==> src/rtl/srr_pkg.sv <==
package srr_pkg;
  localparam int unsigned FIELD_W = 16;
  localparam int unsigned FLAG_V1 = FIELD_W - 2;  // redirect only if variant==1
  localparam int unsigned FLAG_V0 = FIELD_W - 1;  // redirect only if variant==0

  typedef enum logic [1:0] {
    ST_IDLE  = 2'd0,
    ST_ISSUE = 2'd1,
    ST_WAIT  = 2'd2
  } srr_state_e;

  typedef struct packed {
    logic captureReq;
    logic captureResp;
  } srr_strobe_t;

  // Per-entry redirect condition; the variant-1 flag is tested first.
  function automatic logic entryHit(input logic [FIELD_W-1:0] field, input logic variant);
    logic hit;
    if (field == '0)          hit = 1'b0;
    else if (field[FLAG_V1])  hit = variant;
    else if (field[FLAG_V0])  hit = ~variant;
    else                      hit = 1'b1;
    return hit;
  endfunction
endpackage

==> src/rtl/srr_desc_table.sv <==
module srr_desc_table
  import srr_pkg::*;
#(
  parameter int unsigned NUM_REGS = 16,
  localparam int unsigned IDX_W = $clog2(NUM_REGS)
) (
  input  logic               clk,
  input  logic               rstN,
  input  logic               wrEn,
  input  logic [IDX_W-1:0]   wrIdx,
  input  logic [FIELD_W-1:0] wrField,
  input  logic [IDX_W-1:0]   rdIdx,
  output logic [FIELD_W-1:0] rdField
);
  logic [FIELD_W-1:0] entries [NUM_REGS];

  for (genvar e = 0; e < NUM_REGS; e++) begin : g_entry
    always_ff @(posedge clk or negedge rstN) begin
      if (!rstN)                                  entries[e] <= '0;
      else if (wrEn && wrIdx == IDX_W'(e))        entries[e] <= wrField;
    end
  end

  assign rdField = entries[rdIdx];
endmodule

==> src/rtl/srr_ctrl.sv <==
module srr_ctrl
  import srr_pkg::*;
(
  input  logic               clk,
  input  logic               rstN,
  input  logic               reqValid,
  input  logic               reqPermFault,
  input  logic [FIELD_W-1:0] field,
  input  logic               ctlNestEn,
  input  logic               ctlRedirEn,
  input  logic               ctlVariant,
  input  logic               memReqReady,
  input  logic               memRespValid,
  input  logic               memRespErr,
  input  logic               memWrite,
  output logic               reqReady,
  output logic               memReqValid,
  output srr_strobe_t        strobe,
  output logic               passValid,
  output logic               passFault,
  output logic               doneValid,
  output logic               wbValid,
  output logic               faultValid
);
  srr_state_e state, stateNext;
  logic accept, hit;

  always_comb begin
    hit    = ctlNestEn & ctlRedirEn & entryHit(field, ctlVariant);
    accept = reqValid & (state == ST_IDLE);
    strobe.captureReq  = accept & hit;
    strobe.captureResp = (state == ST_WAIT) & memRespValid;
  end

  always_comb begin
    stateNext = state;
    unique case (state)
      ST_IDLE:  if (strobe.captureReq)  stateNext = ST_ISSUE;
      ST_ISSUE: if (memReqReady)        stateNext = ST_WAIT;
      ST_WAIT:  if (memRespValid)       stateNext = ST_IDLE;
      default:                          stateNext = ST_IDLE;
    endcase
  end

  always_ff @(posedge clk or negedge rstN) begin
    if (!rstN) begin
      state      <= ST_IDLE;
      passValid  <= 1'b0;
      passFault  <= 1'b0;
      doneValid  <= 1'b0;
      wbValid    <= 1'b0;
      faultValid <= 1'b0;
    end else begin
      state      <= stateNext;
      passValid  <= accept & ~hit;
      passFault  <= accept & ~hit & reqPermFault;
      doneValid  <= strobe.captureResp;
      wbValid    <= strobe.captureResp & ~memWrite & ~memRespErr;
      faultValid <= strobe.captureResp & memRespErr;
    end
  end

  assign reqReady    = (state == ST_IDLE);
  assign memReqValid = (state == ST_ISSUE);

  p_hold_req_r9: assert property (@(posedge clk) disable iff (!rstN)
    memReqValid && !memReqReady |=> memReqValid);
  p_busy_block_r9: assert property (@(posedge clk) disable iff (!rstN)
    memReqValid |-> !reqReady);
  p_override_r4: assert property (@(posedge clk) disable iff (!rstN)
    reqValid && reqReady && hit |=> !passValid && memReqValid);
  p_pass_excl_r5: assert property (@(posedge clk) disable iff (!rstN)
    passValid |-> !memReqValid && !doneValid);
  p_done_after_resp_r10: assert property (@(posedge clk) disable iff (!rstN)
    doneValid |-> $past(memRespValid));
  p_fault_no_wb_r11: assert property (@(posedge clk) disable iff (!rstN)
    faultValid |-> !wbValid && doneValid);
endmodule

==> src/rtl/srr_datapath.sv <==
module srr_datapath
  import srr_pkg::*;
#(
  parameter int unsigned ADDR_W    = 64,
  parameter int unsigned DATA_W    = 64,
  parameter int unsigned PAGE_BITS = 12,
  localparam int unsigned NBYTES   = DATA_W / 8,
  localparam int unsigned OFFW_W   = FIELD_W - 5
) (
  input  logic                      clk,
  input  logic                      rstN,
  input  srr_strobe_t               strobe,
  input  logic                      baseWrEn,
  input  logic [ADDR_W-PAGE_BITS-1:0] baseWrPage,
  input  logic [OFFW_W-1:0]         offWord,
  input  logic                      reqIsRead,
  input  logic [DATA_W-1:0]         reqWrData,
  input  logic                      ctlBigEnd,
  input  logic                      ctlHostMode,
  input  logic [DATA_W-1:0]         memRespData,
  output logic [ADDR_W-1:0]         memAddr,
  output logic [DATA_W-1:0]         memWrData,
  output logic                      memWrite,
  output logic                      memBigEnd,
  output logic                      memHostRegime,
  output logic [DATA_W-1:0]         wbData
);
  logic [ADDR_W-PAGE_BITS-1:0] basePageQ;
  logic [DATA_W-1:0] wrSwap, rdSwap;
  logic [ADDR_W-1:0] offExt;

  for (genvar b = 0; b < NBYTES; b++) begin : g_swap
    assign wrSwap[8*b +: 8] = reqWrData[8*(NBYTES-1-b) +: 8];
    assign rdSwap[8*b +: 8] = memRespData[8*(NBYTES-1-b) +: 8];
  end

  assign offExt = {{(ADDR_W-OFFW_W-3){1'b0}}, offWord, 3'b000};

  always_ff @(posedge clk or negedge rstN) begin
    if (!rstN) basePageQ <= '0;
    else if (baseWrEn) basePageQ <= baseWrPage;
  end

  always_ff @(posedge clk or negedge rstN) begin
    if (!rstN) begin
      memAddr       <= '0;
      memWrData     <= '0;
      memWrite      <= 1'b0;
      memBigEnd     <= 1'b0;
      memHostRegime <= 1'b0;
    end else if (strobe.captureReq) begin
      memAddr       <= {basePageQ, {PAGE_BITS{1'b0}}} + offExt;
      memWrData     <= ctlBigEnd ? wrSwap : reqWrData;
      memWrite      <= ~reqIsRead;
      memBigEnd     <= ctlBigEnd;
      memHostRegime <= ctlHostMode;
    end
  end

  always_ff @(posedge clk or negedge rstN) begin
    if (!rstN)                    wbData <= '0;
    else if (strobe.captureResp)  wbData <= memBigEnd ? rdSwap : memRespData;
  end

  p_addr_aligned_r6: assert property (@(posedge clk) disable iff (!rstN)
    strobe.captureResp |-> memAddr[2:0] == 3'b000);
endmodule

==> src/rtl/sysreg_mem_redirect.sv <==
module sysreg_mem_redirect
  import srr_pkg::*;
#(
  parameter int unsigned NUM_REGS  = 16,
  parameter int unsigned ADDR_W    = 64,
  parameter int unsigned DATA_W    = 64,
  parameter int unsigned PAGE_BITS = 12,
  localparam int unsigned IDX_W    = $clog2(NUM_REGS)
) (
  input  logic                        clk,
  input  logic                        rstN,
  input  logic                        cfgWrEn,
  input  logic [IDX_W-1:0]            cfgIdx,
  input  logic [FIELD_W-1:0]          cfgField,
  input  logic                        baseWrEn,
  input  logic [ADDR_W-PAGE_BITS-1:0] baseWrPage,
  input  logic                        ctlNestEn,
  input  logic                        ctlVariant,
  input  logic                        ctlRedirEn,
  input  logic                        ctlHostMode,
  input  logic                        ctlBigEnd,
  input  logic                        reqValid,
  output logic                        reqReady,
  input  logic [IDX_W-1:0]            reqRegIdx,
  input  logic                        reqIsRead,
  input  logic [DATA_W-1:0]           reqWrData,
  input  logic                        reqPermFault,
  output logic                        passValid,
  output logic                        passFault,
  output logic                        memReqValid,
  input  logic                        memReqReady,
  output logic [ADDR_W-1:0]           memAddr,
  output logic [DATA_W-1:0]           memWrData,
  output logic                        memWrite,
  output logic                        memBigEnd,
  output logic                        memHostRegime,
  input  logic                        memRespValid,
  input  logic [DATA_W-1:0]           memRespData,
  input  logic                        memRespErr,
  output logic                        doneValid,
  output logic                        wbValid,
  output logic [DATA_W-1:0]           wbData,
  output logic                        faultValid,
  output logic [ADDR_W-1:0]           faultAddr
);
  logic [FIELD_W-1:0] curField;
  srr_strobe_t strobe;

  srr_desc_table #(.NUM_REGS(NUM_REGS)) table_i (
    .clk(clk), .rstN(rstN),
    .wrEn(cfgWrEn), .wrIdx(cfgIdx), .wrField(cfgField),
    .rdIdx(reqRegIdx), .rdField(curField)
  );

  srr_ctrl ctrl_i (
    .clk(clk), .rstN(rstN),
    .reqValid(reqValid), .reqPermFault(reqPermFault), .field(curField),
    .ctlNestEn(ctlNestEn), .ctlRedirEn(ctlRedirEn), .ctlVariant(ctlVariant),
    .memReqReady(memReqReady), .memRespValid(memRespValid), .memRespErr(memRespErr),
    .memWrite(memWrite),
    .reqReady(reqReady), .memReqValid(memReqValid), .strobe(strobe),
    .passValid(passValid), .passFault(passFault), .doneValid(doneValid),
    .wbValid(wbValid), .faultValid(faultValid)
  );

  srr_datapath #(.ADDR_W(ADDR_W), .DATA_W(DATA_W), .PAGE_BITS(PAGE_BITS)) dp_i (
    .clk(clk), .rstN(rstN), .strobe(strobe),
    .baseWrEn(baseWrEn), .baseWrPage(baseWrPage),
    .offWord(curField[FIELD_W-3:3]),
    .reqIsRead(reqIsRead), .reqWrData(reqWrData),
    .ctlBigEnd(ctlBigEnd), .ctlHostMode(ctlHostMode),
    .memRespData(memRespData),
    .memAddr(memAddr), .memWrData(memWrData), .memWrite(memWrite),
    .memBigEnd(memBigEnd), .memHostRegime(memHostRegime), .wbData(wbData)
  );

  assign faultAddr = memAddr;

  p_stable_req_r9: assert property (@(posedge clk) disable iff (!rstN)
    memReqValid && !memReqReady |=> $stable(memAddr) && $stable(memWrData)
      && $stable(memBigEnd) && $stable(memHostRegime) && $stable(memWrite));
endmodule

==> config.mk <==
export PLATFORM = sky130hd
export DESIGN_NAME = sysreg_mem_redirect
export DESIGN_NICKNAME = d
export VERILOG_FILES = /design/src/rtl/srr_pkg.sv /design/src/rtl/srr_desc_table.sv /design/src/rtl/srr_ctrl.sv /design/src/rtl/srr_datapath.sv /design/src/rtl/sysreg_mem_redirect.sv
export SDC_FILE = /design/constraint.sdc
export NUM_CORES = 1
export LEC_CHECK = 0
export CAP_MARGIN = 0
export CORE_MARGIN = 2
export CORE_UTILIZATION = 40
export DETAILED_ROUTE_END_ITERATION = 10
export DONT_BUFFER_PORTS = 1
export PLACE_DENSITY = 0.58
export SETUP_SLACK_MARGIN = 0.5
export SLEW_MARGIN = 20
export SYNTH_ARGS = -nofsm -noshare
export SYNTH_HDL_FRONTEND = slang
export SYNTH_HIERARCHICAL = 1
export SYNTH_SLANG_ARGS = --single-unit
==> constraint.sdc <==
create_clock -name clk -period 4.4 [get_ports clk]
set_input_delay 0.88 -clock clk [delete_from_list [all_inputs] [get_ports clk]]
set_output_delay 0.88 -clock clk [all_outputs]
set_load 0.02 [all_outputs]
==> results of run 1 <==
## logic make-up (layout without fill, tap and decap cells)
kind of cell	after synthesis	after routing	share of synthesized area
and+or+nand+nor	367	367	0.0724
adders and majority gates	3	3	0.00192
DFF	507	507	0.541
muxes	507	507	0.267
xor gates and xnor gates	40	40	0.0149
buffers and inverters	212	156	0.0470
other	1	12	0.000160
AOI/OAI and AO/OA	229	229	0.0548
## path summary, 6_finish.rpt
path                                                         end                              from
worst max register to register      dp_i/memAddr[45]$_DFFE_PN0P_  table_i/entries[205]$_DFFE_PN0P_
min in group clk                        ctrl_i/wbValid$_DFF_PN0_                        memRespErr
worst min-delay path                 dp_i/wbData[36]$_DFFE_PN0P_                              rstN
max in group asynchronous         dp_i/basePageQ[15]$_DFFE_PN0P_                              rstN
worst max-delay path                dp_i/memAddr[45]$_DFFE_PN0P_  table_i/entries[205]$_DFFE_PN0P_
worst min register to register  table_i/entries[189]$_DFFE_PN0P_  table_i/entries[189]$_DFFE_PN0P_
## routing by layer
| metal | vias up | track usage |
|---|---|---|
| met1 | 7448 | 0.257 |
| met2 | 464 | 0.361 |
| li1 | 6445 | - |
| met3 | 115 | 0.0533 |
| met4 | 2 | 0.0770 |
| met5 | - | 0 |
## layout make-up
type                    instances  area [um2]
repair buffers                 37         375
inverters                      16        60.1
flip-flops and latches        507       12700
fillers                      5309       32100
diodes                          9        22.5
clock buffers                  83        1630
well taps                     765         957
clock inverters                20         238
multi-input cells            1149        9690
## worst max-delay path, cell delays in order, from the launching register on
cell and delay (ns):
dfrtp_1 0.38, mux4_2 0.47, a22oi_1 0.21, nand2_1 0.19, ha_1 0.35, a21oi_1 0.10
or4_1 0.81, nor4_1 0.51, xnor2_1 0.17, a21oi_1 0.08
## flip-flops by register name, summed over array words and instances (netlist names)
| signal | cells |
|---|---|
| ctrl_i/doneValid | 1 |
| ctrl_i/faultValid | 1 |
| ctrl_i/passFault | 1 |
| ctrl_i/passValid | 1 |
| ctrl_i/state | 2 |
| ctrl_i/wbValid | 1 |
| dp_i/basePageQ | 52 |
| dp_i/memAddr | 61 |
| dp_i/memBigEnd | 1 |
| dp_i/memHostRegime | 1 |
| dp_i/memWrData | 64 |
| dp_i/memWrite | 1 |
| dp_i/wbData | 64 |
| table_i/entries | 256 |
## power groups by stage
stage / logic (mW) / registers [mW] / clock network, mW
6_report: 2.53 / 9.10 / 4.72
5_1_grt: 2.87 / 9.29 / 5.06
4_1_cts: 2.46 / 9.11 / 4.86
3_5_place_dp: 2.44 / 9.19 / 0
3_3_place_gp: 2.35 / 9.14 / 0
2_1_floorplan: 2.97 / 8.07 / 0
## layout by cell type, fill, tap and decap left out, types with 4 or more instances in the layout
cell type  count
and3_1         4
mux2i_1      130
mux4_2        64
xor2_1         6
or4_1          4
dfrtp_1      506
nor2_2         9
o21ai_0       13
mux2_1        30
buf_4         31
nand3_1       12
nand2b_1       4
mux2_2       283
nor4_1        21
clkinv_2      11
a21oi_1      169
a22oi_1       32
diode_2        9
inv_1         16
clkbuf_8      13
and4_1         6
a221o_1        5
nor3_1        18
nand3b_1       6
nand2_1       55
clkbuf_1      14
nor2_1       187
clkbuf_16     56
and2_1         5
xnor2_1       34
nand4_1       18
==> flow_metrics.tcl, run 1 <==
set metrics [dict create \
    min_path_type "input port to async pin" \
    syn_area_um2 23400 \
    min_period_over_period 0.776 \
    clk_latency_ns 0.63 \
    r2r_setup_slack_ns 0.98 \
    r2r_cells 9 \
    placed_area_um2 23700 \
    wl_met2_um 33000 \
    synth.top_cells.by_area "dfrtp_1 54%, mux2_2 14%, mux4_2 6.1%, mux2i_1 5.6%, a21oi_1 3.6%" \
    cts.htree.levels 2 \
    wl_per_cell_um 25.2 \
    detail-route-antenna-nets 0 \
    fin_ws_ns 0.985 \
    num_rows 88 \
    ys_ff_latch 507 \
    tritoncts "done" \
    grt_pass1_vias 15000 \
    hold_ws_ns 0.101 \
    final_max_slew_viol_count 0 \
    clkSlewWorstSetupHoldPaths_ns 0.06 \
    dp_slack_ns 0.448 \
    fin_worst_skew_ns 0.0425 \
    max_freq_ghz 0.293 \
    drv_cap 0 \
    port_buffers 0 \
    grt.total_usage 0.211 \
    power_density_nw_per_um2 637 \
    dieWidth_um 246 \
    seq_power_share 0.556 \
    relSlewSlack 0.226 \
    numCtsBuffers 56 \
    fin_area_um2 25700 \
    final_util 0.444 \
    clockBufferDepth 3 \
    critical_path_class "register to register" \
    report.final.hold_viol_count 0 \
    cp-start-kind "register" \
    status "complete, no violations" \
    antenna_found_initial 7 \
    yosysMostFrequentCell "dfrtp_1" \
    cp.arrival_ns 3.89 \
    grt_overflow 0 \
    first_iter_violations 922 \
    synth_common_cells "507 x dfrtp_1, 283 x mux2_2, 193 x nor2_1, 169 x a21oi_1, 130 x mux2i_1" \
    syn_area_per_cell_um2 12.6 \
    synth-main-ff-cell "dfrtp_1" \
    fin_cells 2586 \
    post-cts-setup-buffers 0 \
    syn2layout_area_growth_pct 9.50 \
    cts_sinks 507 \
    power_mw 16.4 \
    dieArea_um2 60500 \
    synth_edf_count 0 \
    setup_viol 0 \
    yosysWarnings 6 \
    switchingPower_mw 6.07 \
    synth_cells 1866 \
    yosys.cell_types.count 52 \
    routed_via_density 5.60 \
    async_flop_share 1.00 \
    yosys.area.top_type_share 0.541 \
    ys_seq_area_frac 0.541 \
    grt_max_degree 508 \
    core_region_area_um2 57800 \
    drc 0 \
    clkPwrFrac 0.289 \
    wl_um 65200 \
    ioPinCount 485 \
    clockRootBuffer "clkbuf_16" \
    internal_power_mw 10.3 \
    vias 14500 \
    min_period_ns 3.42 \
    firstDrtPassIters 5 \
    start_util 0.405 \
    fin_setup_tns_ns 0 \
    power.leakage_nw 10.9 \
    post-place-cells 2470 \
    rsz0062_at_grt "no" \
    critPathCaptureType "register" \
    power_switching_share 0.371 \
    vdd_drop_max_uv 383 \
    die_y_um 246 \
    final_layout_size_suffix_gt1_frac 0.273 \
    highest_layer "met5" \
    nets 1989 \
    globalplace.congestion 0.881 \
    pwr-share-comb 0.155 \
    wl_met1_um 25300 \
    yosysTopAreaCell "dfrtp_1" \
    met3_length_um 4870 \
    grt_pass1_wl_um 96700 \
    cp.required_ns 4.88 \
    dp_hpwl_um 44300 \
    worst_slew_pin_slew_ns 1.16 \
    path_max_fanout 14 \
    cts_resized 0 \
]
Note: power is estimated with default switching activity, not from simulation.
==> run 2, diff against run 1 <==
- clock period: 4.4 -> 3.6 ns (I/O delays scaled with it)
==> run 2 against run 1 <==
  * The flow now finishes with violations (negative hold slack, max-slew violations)
  * Core utilization up 0.43 points
  * Sequential cell count unchanged
  * Final cell count about the same
  * Highest routed layer unchanged
==> flow_metrics.tcl, run 2 (synthesis gave the netlist of run 1 again) <==
set metrics [dict create \
    fin_worst_skew_ns 0.0284 \
    path_max_fanout 14 \
    final_layout_size_suffix_gt1_frac 0.290 \
    r2r_cells 10 \
    r2r_end "dp_i/memAddr[37]$_DFFE_PN0P_" \
    wl_met2_um 32000 \
    placed_area_um2 23800 \
    vdd_drop_max_uv 508 \
    clockBufferDepth 3 \
    largest_reg_flops 256 \
    hold_ws_ns -0.195 \
    status "complete, but fails checks" \
    num_rows 88 \
    min_path_type "input port to async pin" \
    power_density_nw_per_um2 782 \
    drc 0 \
    firstDrtPassIters 4 \
    grt_pass1_wl_um 94000 \
    final_common_cell "dfrtp_1" \
    grt.total_usage 0.203 \
    setup_viol 0 \
    cp.arrival_ns 3.52 \
    top_register "table_i/entries" \
    highest_layer "met5" \
    min_period_ns 3.03 \
    wl_per_cell_um 24.3 \
    rsz0062_at_grt "yes" \
    report.final.hold_viol_count 81 \
    clk_latency_ns 0.63 \
    min_period_over_period 0.843 \
    cp.required_ns 4.09 \
    wl_um 62900 \
    grt_pass1_vias 14700 \
    grt_overflow 0 \
    most-common-layout-cells "506 x dfrtp_1, 283 x mux2_2, 187 x nor2_1" \
    cp-start-kind "register" \
    tritoncts "done" \
    ioPinCount 485 \
    numCtsBuffers 56 \
    first_iter_violations 926 \
    globalplace.congestion 0.852 \
    fin_area_um2 25900 \
    crit_slowest_cell "or4_1" \
    core_region_area_um2 57800 \
    dp_hpwl_um 43100 \
    cts_sinks 507 \
    nets 1995 \
    power_mw 20.3 \
    antenna_found_initial 4 \
    start_util 0.405 \
    met3_length_um 4260 \
    violations "negative hold slack, max-slew violations" \
    detail-route-antenna-nets 0 \
    wl_met1_um 25000 \
    max_stage_delay_ns 0.48 \
    drv_cap 0 \
    cp_cell_sequence "mux4_2 > a22oi_2 > nand2_2 > ha_1 > a21oi_1 > or4_1 > buf_4 > nor4_1 > xnor2_1 > a21oi_1" \
    max_freq_ghz 0.330 \
    cts.htree.levels 2 \
    critical_path_class "register to register" \
    routed_via_density 5.56 \
    power.leakage_nw 11.0 \
    relSlewSlack -0.903 \
    syn2layout_area_growth_pct 10.6 \
    vias 14400 \
    final_max_slew_viol_count 321 \
    top_regs "table_i/entries x256, dp_i/memWrData x64, dp_i/wbData x64" \
    grt_max_degree 508 \
    die_y_um 246 \
    critPathCaptureType "register" \
    clockRootBuffer "clkbuf_16" \
    dieArea_um2 60500 \
    clkSlewWorstSetupHoldPaths_ns 0.06 \
    dieWidth_um 246 \
    port_buffers 0 \
    crit_top_cell "a21oi_1" \
    r2r_setup_slack_ns 0.57 \
    r2r_start "table_i/entries[205]$_DFFE_PN0P_" \
    worst_slew_pin_slew_ns 2.85 \
]
==> run 2: cell count changes in the layout (fill, tap and decap cells not counted), sizes merged <==
| cell | previous run | this run |
|---|---|---|
| buf | 37 | 43 |
| bufinv | 3 | 7 |
| clkbuf | 83 | 84 |
| clkinv | 14 | 10 |
| clkinvlp | 0 | 3 |
| diode | 9 | 2 |
| inv | 19 | 17 |
==> run 2: how the worst max path moves through the flow <==
stage / start / end / slack [ns] / depth (start not counted)
finish: table_i/entries[205]$_DFFE_PN0P_ / dp_i/memAddr[37]$_DFFE_PN0P_ / 0.57 / 10
global route: table_i/entries[206]$_DFFE_PN0P_ / dp_i/memWrData[33]$_DFFE_PN0P_ / 0.46 / 10
CTS: table_i/entries[205]$_DFFE_PN0P_ / dp_i/memAddr[37]$_DFFE_PN0P_ / 0.51 / 10
global placement: reqRegIdx[0] / dp_i/memAddr[60]$_DFFE_PN0P_ / 0.09 / 11
floorplan: reqRegIdx[0] / dp_i/memAddr[60]$_DFFE_PN0P_ / -0.09 / 14
detailed placement: reqRegIdx[0] / dp_i/memAddr[60]$_DFFE_PN0P_ / 0.06 / 11
==> run 2: layout make-up <==
type | count | area, um2
Fill cell | 5274 | 31900
Sequential cell | 507 | 12700
Multi-Input combinational cell | 1149 | 9810
Clock buffer | 84 | 1680
Tap cell | 765 | 957
Timing Repair Buffer | 43 | 370
Clock inverter | 21 | 340
Inverter | 16 | 63.8
Antenna cell | 2 | 5.00
==> run 2: metal layers <==
layer / up-vias / global-route usage
met4: 4 / 0.0652
met5: - / 0
met1: 7449 / 0.247
met2: 373 / 0.351
met3: 88 / 0.0529
li1: 6459 / -
==> run 2: critical path, delay by kind of cell, from the launching register on <==
family / cells / cell delay, ns
xor gates and xnor gates: 1 / 0.16
adders and majority gates: 1 / 0.32
AOI/OAI and AO/OA: 3 / 0.42
buffers and inverters: 1 / 0.22
DFF: 1 / 0.38
and+or+nand+nor: 3 / 0.91
muxes: 1 / 0.47
==> run 2: stage by stage <==
step	setup slack, ns	utilization	cells	hold WS [ns]	setup TNS (ns)
4_1_cts	0.514	0.446	2584	-0.245	0
6_report	0.566	0.448	2587	-0.195	0
3_3_place_gp	0.0909	0.411	2479	0.445	0
3_5_place_dp	0.0627	0.411	2479	0.445	0
2_1_floorplan	-0.0884	-	1868	0.424	-0.250
5_1_grt	0.465	0.448	2587	-0.231	0
==> run 2: power breakdown <==
part | switching, mW | total [mW] | internal [mW] | leakage, nW
Sequential | 3.66 | 11.2 | 7.49 | 6.01
Combinational | 1.25 | 2.98 | 1.73 | 4.05
Clock | 2.41 | 6.14 | 3.73 | 0.991
Total | 7.32 | 20.3 | 13.0 | 11.0
==> run 2: what timing repair did <==
action | CTS | global route
pin swaps | 0 | 2
setup buffers | 0 | 1
endpoints found under the setup margin | 1 | 84
endpoints found under the hold margin | 507 | 507
resized for setup | 1 | 23
==> run 3, diff against run 2 <==
- clock period: 3.6 -> 2.8 ns (I/O delays scaled with it)
==> run 3 against run 2 <==
  * The flow finishes with violations (negative hold slack, max-slew violations, negative setup slack)
  * Worst setup slack worse by 0.69 ns
  * Combinational power rose by 71%
  * First-iteration DRC count fell by 5.6%
  * Sequential power grew 29%
  * Final cell count grew 3.2%
  * Critical endpoint is now dp_i/memAddr[56]$_DFFE_PN0P_
  * Largest power group unchanged
==> flow_metrics.tcl, run 3 (synthesis gave the netlist of run 1 again) <==
set metrics [dict create \
    first_iter_violations 874 \
    wl_per_cell_um 25.4 \
    numCtsBuffers 57 \
    firstDrtPassIters 5 \
    cts_sinks 507 \
    drv_cap 0 \
    vdd_drop_max_uv 595 \
    status "complete, but fails checks" \
    power_density_nw_per_um2 961 \
    r2r_cells 12 \
    cp_cell_sequence "mux4_2 > a22oi_2 > nand2_2 > ha_4 > inv_2 > fa_2 > and4b_1 > nand4_1 > buf_4 > nor4_2 > nor2_1 > a221o_1" \
    max_freq_ghz 0.342 \
    cp.arrival_ns 3.43 \
    ioPinCount 485 \
    power.leakage_nw 11.9 \
    top_register "table_i/entries" \
    final_common_cell "dfrtp_1" \
    cp.required_ns 3.31 \
    num_rows 88 \
    clockRootBuffer "clkbuf_16" \
    largest_reg_flops 256 \
    grt_pass1_vias 15300 \
    final_max_slew_viol_count 223 \
    max_stage_delay_ns 0.37 \
    core_region_area_um2 57800 \
    critical_path_class "register to register" \
    tritoncts "done" \
    vias 15000 \
    violations "negative hold slack, max-slew violations, negative setup slack" \
    routed_via_density 5.63 \
    rsz0062_at_grt "yes" \
    detail-route-antenna-nets 0 \
    post-place-cells 2519 \
    dieArea_um2 60500 \
    die_y_um 246 \
    dp_slack_ns -0.613 \
    fin_cells 2671 \
    crit_cells 12 \
    grt_pass1_wl_um 97100 \
    min_period_ns 2.92 \
    cts_hold_buf 3 \
    fin_area_um2 28300 \
    antenna_found_initial 3 \
    fin_ws_ns -0.123 \
    critPathCaptureType "register" \
    final-seq-area_um2 12700 \
    clk_latency_ns 0.63 \
    fillers 4971 \
    drc 0 \
    clkSlewWorstSetupHoldPaths_ns 0.07 \
    grt.total_usage 0.212 \
    grt_overflow 0 \
    r2r_end "dp_i/memAddr[56]$_DFFE_PN0P_" \
    crit_end "dp_i/memAddr[56]$_DFFE_PN0P_" \
    cp-start-kind "register" \
    min_period_over_period 1.04 \
    multi_input_area_um2 11000 \
    start_util 0.405 \
    fin_worst_skew_ns 0.0210 \
    setup_viol 51 \
    placed_area_um2 24100 \
    final_layout_size_suffix_gt1_frac 0.425 \
    path_max_fanout 8 \
    grt_max_degree 508 \
    syn2layout_area_growth_pct 20.9 \
    critPathTopFamily "simple AND/OR/NAND/NOR gates" \
    globalplace.congestion 0.850 \
    relSlewSlack -0.364 \
    most-common-layout-cells "506 x dfrtp_1, 283 x mux2_2, 130 x mux2i_1" \
    min_path_type "input port to async pin" \
    r2r_start "table_i/entries[236]$_DFFE_PN0P_" \
    report.final.hold_viol_count 319 \
    hold_ws_ns -0.358 \
    dieWidth_um 246 \
    crit_buf_inv 2 \
    port_buffers 0 \
    clockBufferDepth 3 \
    top_regs "table_i/entries x256, dp_i/memWrData x64, dp_i/wbData x64" \
    startpoint "table_i/entries[236]$_DFFE_PN0P_" \
    r2r_setup_slack_ns -0.12 \
    crit_slowest_cell "nor4_2" \
    wl_um 67800 \
    nets 2080 \
    dp_hpwl_um 43400 \
    worst_slew_pin_slew_ns 2.05 \
    final_util 0.490 \
    cts.htree.levels 2 \
]
run 3: where the power goes:
part | internal (mW) | total [mW] | switching (mW) | leakage, nW
combinational | 2.99 | 5.10 | 2.12 | 4.90
clock | 4.60 | 7.72 | 3.12 | 0.982
sequential | 9.63 | 14.4 | 4.78 | 6.01
run 3: how the worst min path moves through the flow:
stage	start	endpoint	slack, ns	cells after the start
2_1_floorplan	rstN	ctrl_i/doneValid$_DFF_PN0_	0.26	0
3_3_place_gp	rstN	table_i/entries[211]$_DFFE_PN0P_	0.29	0
3_5_place_dp	rstN	table_i/entries[211]$_DFFE_PN0P_	0.28	0
4_1_cts	rstN	table_i/entries[211]$_DFFE_PN0P_	-0.41	0
5_1_grt	rstN	table_i/entries[211]$_DFFE_PN0P_	-0.40	0
6_report	rstN	table_i/entries[211]$_DFFE_PN0P_	-0.36	0
run 3: layout make-up:
class | count | share of cell area
repair buffers | 125 | 0.0586
multi-input cells | 1150 | 0.387
inverters | 16 | 0.00225
repair inverters | 1 | 0.000265
well taps | 765 | 0.0338
clock buffers | 86 | 0.0602
flip-flops and latches | 507 | 0.448
clock inverters | 20 | 0.0102
diodes | 1 | 0.0000883
run 3: per-stage QoR:
stage,setup TNS (ns),power [mW]
finish,-2.39,27.2
global route,-10.79,28.6
CTS,-0.456,26.7
detailed placement,-68.07,18.3
global placement,-68.52,18.1
floorplan,-49.74,17.3
run 3: what timing repair did:
action                                  CTS  global route
hold endpoints to repair                510           507
endpoints found under the setup margin  132           132
gates resized for setup                 186           188
gates cloned                              9            13
setup buffers                            12             8
pin swaps                                47            60
run 3: routing by layer:
layer,part of all wire,track usage
met1,0.37,0.247
met5,0.00046,0
met2,0.52,0.377
met4,0.037,0.0772
met3,0.070,0.0528
